**src/rtl/sd_pkg.sv**
```systemverilog
package sd_pkg;

    localparam int unsigned STEPS = 8;
    localparam int unsigned IDX_W = 3;

    // neighbour offset of a script operation along one axis
    typedef enum logic [1:0] {
        OFS_NONE = 2'd0,
        OFS_DEC  = 2'd1,
        OFS_INC  = 2'd2
    } offset_e;

    typedef struct packed {
        logic    is_write;
        logic    value;     // data for the true pass, before inversion
        offset_e drow;
        offset_e dcol;
    } step_t;

    // fixed eight-operation script applied to every cell
    function automatic step_t script_step(input logic [IDX_W-1:0] idx);
        step_t s;
        case (idx)
            3'd0:    s = '{is_write: 1'b1, value: 1'b0, drow: OFS_NONE, dcol: OFS_DEC};
            3'd1:    s = '{is_write: 1'b1, value: 1'b0, drow: OFS_NONE, dcol: OFS_NONE};
            3'd2:    s = '{is_write: 1'b1, value: 1'b0, drow: OFS_NONE, dcol: OFS_INC};
            3'd3:    s = '{is_write: 1'b1, value: 1'b1, drow: OFS_DEC,  dcol: OFS_NONE};
            3'd4:    s = '{is_write: 1'b0, value: 1'b0, drow: OFS_NONE, dcol: OFS_INC};
            3'd5:    s = '{is_write: 1'b1, value: 1'b1, drow: OFS_INC,  dcol: OFS_NONE};
            3'd6:    s = '{is_write: 1'b0, value: 1'b0, drow: OFS_NONE, dcol: OFS_DEC};
            default: s = '{is_write: 1'b0, value: 1'b0, drow: OFS_NONE, dcol: OFS_NONE};
        endcase
        return s;
    endfunction

    // the script always closes with this operation, which never leaves the array
    localparam logic [IDX_W-1:0] LAST_STEP = 3'd7;

endpackage

```
**src/rtl/sd_step_picker.sv**
```systemverilog
module sd_step_picker
    import sd_pkg::*;
#(
    parameter int unsigned ROWS = 16,
    parameter int unsigned COLS = 16,
    parameter int unsigned RW   = 4,
    parameter int unsigned CW   = 4
) (
    input  logic [RW-1:0]    cur_row,
    input  logic [CW-1:0]    cur_col,
    input  logic [IDX_W-1:0] op_idx,
    input  logic             pass,
    output logic [IDX_W-1:0] sel_idx,
    output logic             sel_last,
    output logic [RW-1:0]    tgt_row,
    output logic [CW-1:0]    tgt_col,
    output logic             is_write,
    output logic             value
);

    localparam logic [RW-1:0] ROW_MAX = RW'(ROWS - 1);
    localparam logic [CW-1:0] COL_MAX = CW'(COLS - 1);

    logic [STEPS-1:0] in_array;

    // which script operations land inside the array for this cell
    for (genvar j = 0; j < STEPS; j++) begin : g_fit
        step_t s;
        logic  row_fits;
        logic  col_fits;
        assign s = script_step(IDX_W'(j));
        assign row_fits = (s.drow == OFS_DEC) ? (cur_row != '0) :
                          (s.drow == OFS_INC) ? (cur_row != ROW_MAX) : 1'b1;
        assign col_fits = (s.dcol == OFS_DEC) ? (cur_col != '0) :
                          (s.dcol == OFS_INC) ? (cur_col != COL_MAX) : 1'b1;
        assign in_array[j] = row_fits & col_fits;
    end

    // first operation at or after the cursor that fits
    always_comb begin
        logic found;
        found   = 1'b0;
        sel_idx = LAST_STEP;
        for (int j = 0; j < STEPS; j++) begin
            if (!found && (IDX_W'(j) >= op_idx) && in_array[j]) begin
                sel_idx = IDX_W'(j);
                found   = 1'b1;
            end
        end
    end

    step_t cur;
    assign cur      = script_step(sel_idx);
    assign sel_last = (sel_idx == LAST_STEP);
    assign is_write = cur.is_write;
    assign value    = cur.value ^ pass;

    always_comb begin
        case (cur.drow)
            OFS_DEC: tgt_row = cur_row - 1'b1;
            OFS_INC: tgt_row = cur_row + 1'b1;
            default: tgt_row = cur_row;
        endcase
        case (cur.dcol)
            OFS_DEC: tgt_col = cur_col - 1'b1;
            OFS_INC: tgt_col = cur_col + 1'b1;
            default: tgt_col = cur_col;
        endcase
    end

endmodule

```
**config.mk**
```make
export PLATFORM = sky130hd
export DESIGN_NAME = sd_step_picker
export DESIGN_NICKNAME = d
export VERILOG_FILES = /design/src/rtl/sd_pkg.sv /design/src/rtl/sd_step_picker.sv
export SDC_FILE = /design/constraint.sdc
export NUM_CORES = 1
export LEC_CHECK = 0
export ABC_AREA = 1
export BUFFER_PORTS_ARGS = -buffer_cell sky130_fd_sc_hd__buf_2
export CAP_MARGIN = 20
export CORE_AREA = 2 2 39 41
export DETAILED_ROUTE_END_ITERATION = 16
export DIE_AREA = 0 0 41 43
export PLACE_DENSITY = 0.81
export SLEW_MARGIN = 30
export SYNTH_ARGS = -nofsm -noshare
export SYNTH_HDL_FRONTEND = slang
export SYNTH_SLANG_ARGS = --single-unit
```
**constraint.sdc**
```tcl
create_clock -name vclk -period 2.9
set_input_delay 0.145 -clock vclk [all_inputs]
set_output_delay 0.145 -clock vclk [all_outputs]
set_load 0.01 [all_outputs]
```
### Word-level counts from Yosys, hierarchy flattened

Index checks and enable logic that the tools add are counted.

| operators by class | value |
|---|---|
| equal/unequal tests | 13 |
| multiplexer cells | 18 |
| add/subtract/negate cells | 4 |
| order comparisons | 8 |
| reduce and logical (&&, ||, !) cells | 23 |
| bitwise gates (word level) | 1 |

Operators by type and width:

| operator | number |
|---|---|
| 6-bit case mux with 7 select lines | 1 |
| 3-bit 2-to-1 mux | 8 |
| 4-bit case mux with 2 select lines | 2 |
| 1-bit logical AND | 13 |
| 3-bit equality test (second input constant) | 4 |
| 3-bit greater-or-equal comparator (first input constant) | 4 |
| 4-bit by 1-bit adder with 4-bit output (second input constant) | 2 |
| 4-bit inequality test (second input constant) | 2 |
| 4-bit nonzero test | 2 |
| 4-bit by 1-bit subtractor with 4-bit output (second input constant) | 2 |
| 1-bit zero test | 7 |
| 1-bit 2-to-1 mux | 7 |
| 3-bit by 2-bit equality test with 1-bit output (second input constant) | 2 |
| 1-bit by 3-bit greater-or-equal comparator with 1-bit output (first input constant) | 2 |
| 2-bit by 3-bit greater-or-equal comparator with 1-bit output (first input constant) | 2 |
| 2-bit by 1-bit equality test with 1-bit output (second input constant) | 2 |
| 2-bit equality test (second input constant) | 2 |
| 3-bit by 1-bit equality test with 1-bit output (second input constant) | 1 |
| 3-bit zero test | 1 |
| 1-bit XOR | 1 |

| word-level totals | value |
|---|---|
| output and inout bits | 14 |
| register bits | 0 |
| word-level logic and storage cells | 67 |

### Logic depth before layout (Yosys ltp)

Gate-level depths: netlist (run 1).

| depth | value |
|---|---|
| word-level depth | 33 |
| mapped depth | 18 |
| depth with buffers taken out | 18 |

### Worst setup path after synthesis (run 1)

OpenSTA, ideal clock, no wires.

| path | value |
|---|---|
| kind | input port to output port |
| start point | in cur_row[1] |
| end point | out tgt_col[3] |
| path buffers | 0 |
| arrival time | 1.944 ns |
| stages on the path | 17 |
| path slack | 0.811 ns |
| cells stage by stage | nor2_1 -> nand2_1 -> nand2_1 -> nand3_4 -> nor2_4 -> nand3_2 -> nand2_1 -> inv_1 -> ha_1 -> inv_1 -> ha_1 -> a21oi_1 -> nand2_1 -> a21oi_1 -> o21ai_0 -> nand2_1 -> nand2_1 |

| between the ends | value |
|---|---|
| cells in the longest elaborated chain, start to end | 22 |

Ends and longest elaborated chain:

| element | RTL line | RTL |
|---|---|---|
| start, declared | sd_step_picker.sv:9 | `input logic [RW-1:0] cur_row,` |
| 4-bit nonzero test | -- |  |
| 1-bit logical AND | sd_step_picker.sv:45 | `if (!found && (IDX_W'(j) >= op_idx) && in_array[j]) begin` |
| 1-bit 2-to-1 mux | sd_step_picker.sv:45 |  |
| 1-bit zero test | sd_step_picker.sv:45 |  |
| 1-bit logical AND (2 in a row) | sd_step_picker.sv:45 |  |
| 1-bit 2-to-1 mux | sd_step_picker.sv:45 |  |
| 1-bit zero test | sd_step_picker.sv:45 |  |
| 1-bit logical AND (2 in a row) | sd_step_picker.sv:45 |  |
| [... 4 more ...] | -- |  |
| 1-bit 2-to-1 mux | sd_step_picker.sv:45 |  |
| 1-bit zero test | sd_step_picker.sv:45 |  |
| 1-bit logical AND | sd_step_picker.sv:45 |  |
| 3-bit 2-to-1 mux * | sd_step_picker.sv:45 |  |
| 3-bit equality test (tied with other cells) | sd_pkg.sv:23 | `case (idx)` |
| 6-bit case mux with 7 select lines * | sd_pkg.sv:23 |  |
| 2-bit equality test or 2-bit by 1-bit equality test with 1-bit output (tied branches) | sd_step_picker.sv:64 | `case (cur.dcol)` |
| 4-bit case mux with 2 select lines * | sd_step_picker.sv:64 |  |
| end, declared | sd_step_picker.sv:16 | `output logic [CW-1:0] tgt_col,` |

Every way passes the cells marked *; elsewhere a longest branch is shown, timed or not.

### Worst setup path after layout (run 1)

| path | value |
|---|---|
| start point | in cur_row[3] |
| end point | out tgt_col[3] |

The elaborated chain is that of the path after synthesis.

==> flow_summary.yaml, run 1 <==
global_route:
  antenna_found_initial: 0
  grt_max_degree: 7
  grt-ovfl-total: 0
  track_usage_pct: 15.8
  grt_pass1_wl_um: 2080
  grt_pass1_vias: 533
drt:
  met2_wirelength_um: 585
  vias: 673
  wl_met1_um: 575
  met3_length_um: 62
  first_pass_iters: 3
  drc: 0
  vias_per_cell: 4.84
  routedWlPerCell_um: 8.81
  ant_nets: 0
  drtIter0Drc: 10
  wl_um: 1220
  top_layer_used: "met3"
cells_and_area:
  num_antenna_cells: 0
  multi_input_area_um2: 520
  layout-drive-gt1-share_pct: 30.1
  postLayoutCoreUtil_pct: 53.1
  synthToLayoutAreaGrowth_pct: 25.7
  seq_area_um2: 0
  final_area_um2: 734
  clkbuf_count: 0
  layout_commonest_cell: "nand2_1"
  nets: 146
  fill_cells: 146
  final_cell_mix: "nand2_1, buf_2, inv_1"
  seq_cells: 0
setup_path:
  path_cells: "buf_2, nor2_1, nand2_1, nand2_1, nand3_4, nor2_4, nand3_2, nand2_1, inv_1, ha_1, inv_1, ha_1, a21oi_1, nand2_1, a21oi_1, o21ai_0, nand2_1, nand2_1, buf_2"
  path_class: "input pin to output port"
  slowest_delay_ns: 0.30
  cp_data_required_time_ns: 2.76
  worst-path-buf-inv: 4
  cpLargestDelayFamily: "simple AND/OR/NAND/NOR gates"
  slowest_stage: "ha_1"
  startpoint_type: "input pin"
  arrival_ns: 2.35
  crit_fanout: 6
  endpoint_kind: "output port"
  path_common_cell: "nand2_1"
power_and_ir_drop:
  irDropWorstVdd_mv: 0.100
  cellPowerDensity_mw_per_mm2: 215
  p_leak_nw: 0.423
yosys:
  yosys.area.top_type: "nand2_1"
  syn_nets: 118
  synth_fa_ha_area_share_pct: 21.8
  synth-simple-area-share_pct: 45.4
  synth_top_family_by_area: "simple AND/OR/NAND/NOR gates"
  yosysWarnings: 0
  synth.top_cells.by_area: "nand2_1, ha_1, inv_1"
  synthDistinctLibCells: 25
  avgSynthCellArea_um2: 6.02
  netlist_area_um2: 584
  synthMuxAreaShare_pct: 1.93
  ys_seq_area_share_pct: 0
  synthXorXnorAreaFrac_pct: 10.5
  netlist_instances: 97
  synth_compound_area_share_pct: 9.42
  synth_top_area_share_pct: 18.6
timing:
  timing.setup.tns_ns: 0
  layout_min_cycle_time_ns: 2.50
  rsz0062_at_grt: "false"
  period_share_pct: 86.0
  setup_viol: 0
  slew_headroom_pct: 83.3
  final-hold-violation-count: 0
  fmax_mhz: 401
  tightest_slew_ns: 0.248
  slew_viol_final: 0
clock_tree:
  ctsHoldBuffers: 0
  cts_resized: 0
  post_cts.repair.setup_buffers: 0
place:
  place_congestion: 0.771
  postPlaceCellArea_um2: 734
  port_buffers: 26
  hpwlAfterDp_um: 1100
worst_hold_path:
  min_path_type: "input pin to output port"
run:
  maxCapViolations: 0
status:
  status: "finished clean"
die:
  core_area_mm2: 0.00138
  num_rows: 14
  die_h_um: 43
  design.die.area_mm2: 0.00176
  io-pin-count: 26
  initial_core_util_pct: 42.2
  dieWidth_um: 41
cell type report:
cell class,instances,area share (%)
multi-input combinational,80,70.9
tap,16,2.73
timing repair buffer,26,17.7
inverter,17,8.69
routing by layer:
metal	track usage [%]	vias to the layer above
li1	-	363
met1	22.4	293
met2	27.5	17
met3	0	0
met4	0	0
met5	0	-
where the power goes:
| group | switching (mW) | internal (mW) | total [mW] |
|---|---|---|---|
| combinational | 0.0898 | 0.0678 | 0.158 |
| sequential | 0 | 0 | 0 |
| clock | 0 | 0 | 0 |
path summary, 6_finish.rpt:
check                   from    endpoint  slack [ns]  cells after the start
setup / recovery  cur_row[3]  tgt_col[3]        0.40                     19
hold / removal          pass       value        0.55                      3
cell families (layout without fill, tap and decap cells):
kind of cell             after synthesis  after routing
buffers and inverters                 17             43
adder cells (fa/ha/maj)                9              9
AO/OA/AOI/OAI                         10             10
AND/OR/NAND/NOR                       53             53
XOR/XNOR                               7              7
multiplexers                           1              1
cells in the mapped netlist, drive strengths merged:
library cell	count
nand2	31
inv	16
nand3	9
nor2	9
ha	7
xnor2	5
a21oi	4
o21ai	4
fa	2
nor3	2
xor2	2
clkinv	1
mux2	1
nand4	1
o211ai	1
o31ai	1
or2	1
metrics by stage:
stage	total power, mW	cells	worst slack [ns]	hold slack, ns
CTS	0.160	139	0.387	0.552
global route	0.179	139	0.118	0.584
finish	0.158	139	0.405	0.552
global placement	0.155	139	0.446	0.548
detailed placement	0.159	139	0.392	0.551
floorplan	0.104	97	0.811	0.366
(Power assumes the default switching activity.)
==> run 2, diff against run 1 <==
RECOVER_POWER = 50   (was unset)
==> flow_summary.yaml, run 2 (synthesized netlist as in run 1, its figures left out) <==
status:
  status: "finished clean"
global_route:
  grt_max_degree: 7
  grt-ovfl-total: 0
  track_usage_pct: 15.8
  grt_pass1_wl_um: 2080
  grt_pass1_vias: 533
  antenna_found_initial: 0
die:
  initial_core_util_pct: 42.2
  core_area_mm2: 0.00138
  io-pin-count: 26
  dieWidth_um: 41
  num_rows: 14
  design.die.area_mm2: 0.00176
  die_h_um: 43
setup_path:
  cp_data_required_time_ns: 2.76
  cpLargestDelayFamily: "simple AND/OR/NAND/NOR gates"
  slowest_delay_ns: 0.34
  worst-path-buf-inv: 5
  crit_fanout: 6
  path_cells: "buf_2, inv_1, nand2_1, nor2_1, nand2_4, nand3_4, nor2_4, nand3_2, nand2_1, inv_1, ha_1, inv_1, ha_1, a21oi_1, nand2_1, a21oi_1, o21ai_0, nand2_1, nand2_1, buf_2"
  startpoint_type: "input pin"
  endpoint_kind: "output port"
  arrival_ns: 2.34
  path_class: "input pin to output port"
  path_common_cell: "nand2_1"
  slowest_stage: "ha_1"
cells_and_area:
  final_cell_mix: "nand2_1, buf_2, inv_1"
  postLayoutCoreUtil_pct: 52.4
  seq_area_um2: 0
  synthToLayoutAreaGrowth_pct: 24.0
  layout_commonest_cell: "nand2_1"
  final_area_um2: 724
  num_antenna_cells: 0
  layout-drive-gt1-share_pct: 25.2
  clkbuf_count: 0
  nets: 146
  seq_cells: 0
clock_tree:
  cts_resized: 0
  post_cts.repair.setup_buffers: 0
  ctsHoldBuffers: 0
timing:
  holdWs_ns: 0.543
  tightest_slew_ns: 0.248
  rsz0062_at_grt: "false"
  timing.setup.tns_ns: 0
  final-hold-violation-count: 0
  slew_headroom_pct: 83.3
  fmax_mhz: 402
  period_share_pct: 85.8
  layout_min_cycle_time_ns: 2.49
  slew_viol_final: 0
  setup_viol: 0
power_and_ir_drop:
  p_leak_nw: 0.414
  irDropWorstVdd_mv: 0.100
  cellPowerDensity_mw_per_mm2: 215
  p_total_uw: 155
drt:
  vias_per_cell: 4.86
  ant_nets: 0
  drc: 0
  vias: 675
  routedWlPerCell_um: 8.86
  drtIter0Drc: 8
  first_pass_iters: 3
  wl_um: 1230
place:
  port_buffers: 26
  hpwlAfterDp_um: 1100
  place_congestion: 0.771
  postPlaceCellArea_um2: 734
worst_hold_path:
  min_path_type: "input pin to output port"
run:
  maxCapViolations: 0
[run 2: cell types whose count changed in the layout (fill, tap and decap cells not counted), sizes merged]
cell    before  now
clkbuf       0    4
buf         26   22
[run 2: power breakdown]
part / internal, mW / switching [mW] / total [mW]
Combinational: 0.0656 / 0.0899 / 0.155
Clock: 0 / 0 / 0
Sequential: 0 / 0 / 0
Total: 0.0656 / 0.0899 / 0.155
[run 2: area by class of cell]
class,count,area (µm²)
Fill cell,150,659
Inverter,17,63.8
Multi-Input combinational cell,80,515
Tap cell,16,20.0
Timing Repair Buffer,26,125
[run 2: per-stage QoR]
step / instances / setup WS (ns)
final: 139 / 0.411
after global routing: 139 / 0.0756
after CTS: 139 / 0.387
after detailed placement: 139 / 0.392
after global placement: 139 / 0.446
after floorplan: 97 / 0.811
[run 2: path summary, 6_finish.rpt]
kind	from	end	slack [ns]	cells after the start
setup / recovery	op_idx[2]	tgt_col[3]	0.41	20
hold / removal	pass	value	0.54	3
[run 2: routing by layer]
| layer | track usage, % | vias to the layer above | share of wire [%] |
|---|---|---|---|
| li1 | - | 362 | - |
| met3 | 0 | 0 | 5.1 |
| met2 | 27.5 | 17 | 48 |
| met1 | 22.4 | 296 | 47 |
| met5 | 0 | - | 0 |
| met4 | 0 | 0 | 0 |
[run 2: tightest hold or removal path: stages]
cell,delay (ns)
buf_2,0.08
xnor2_1,0.05
clkbuf_1,0.12
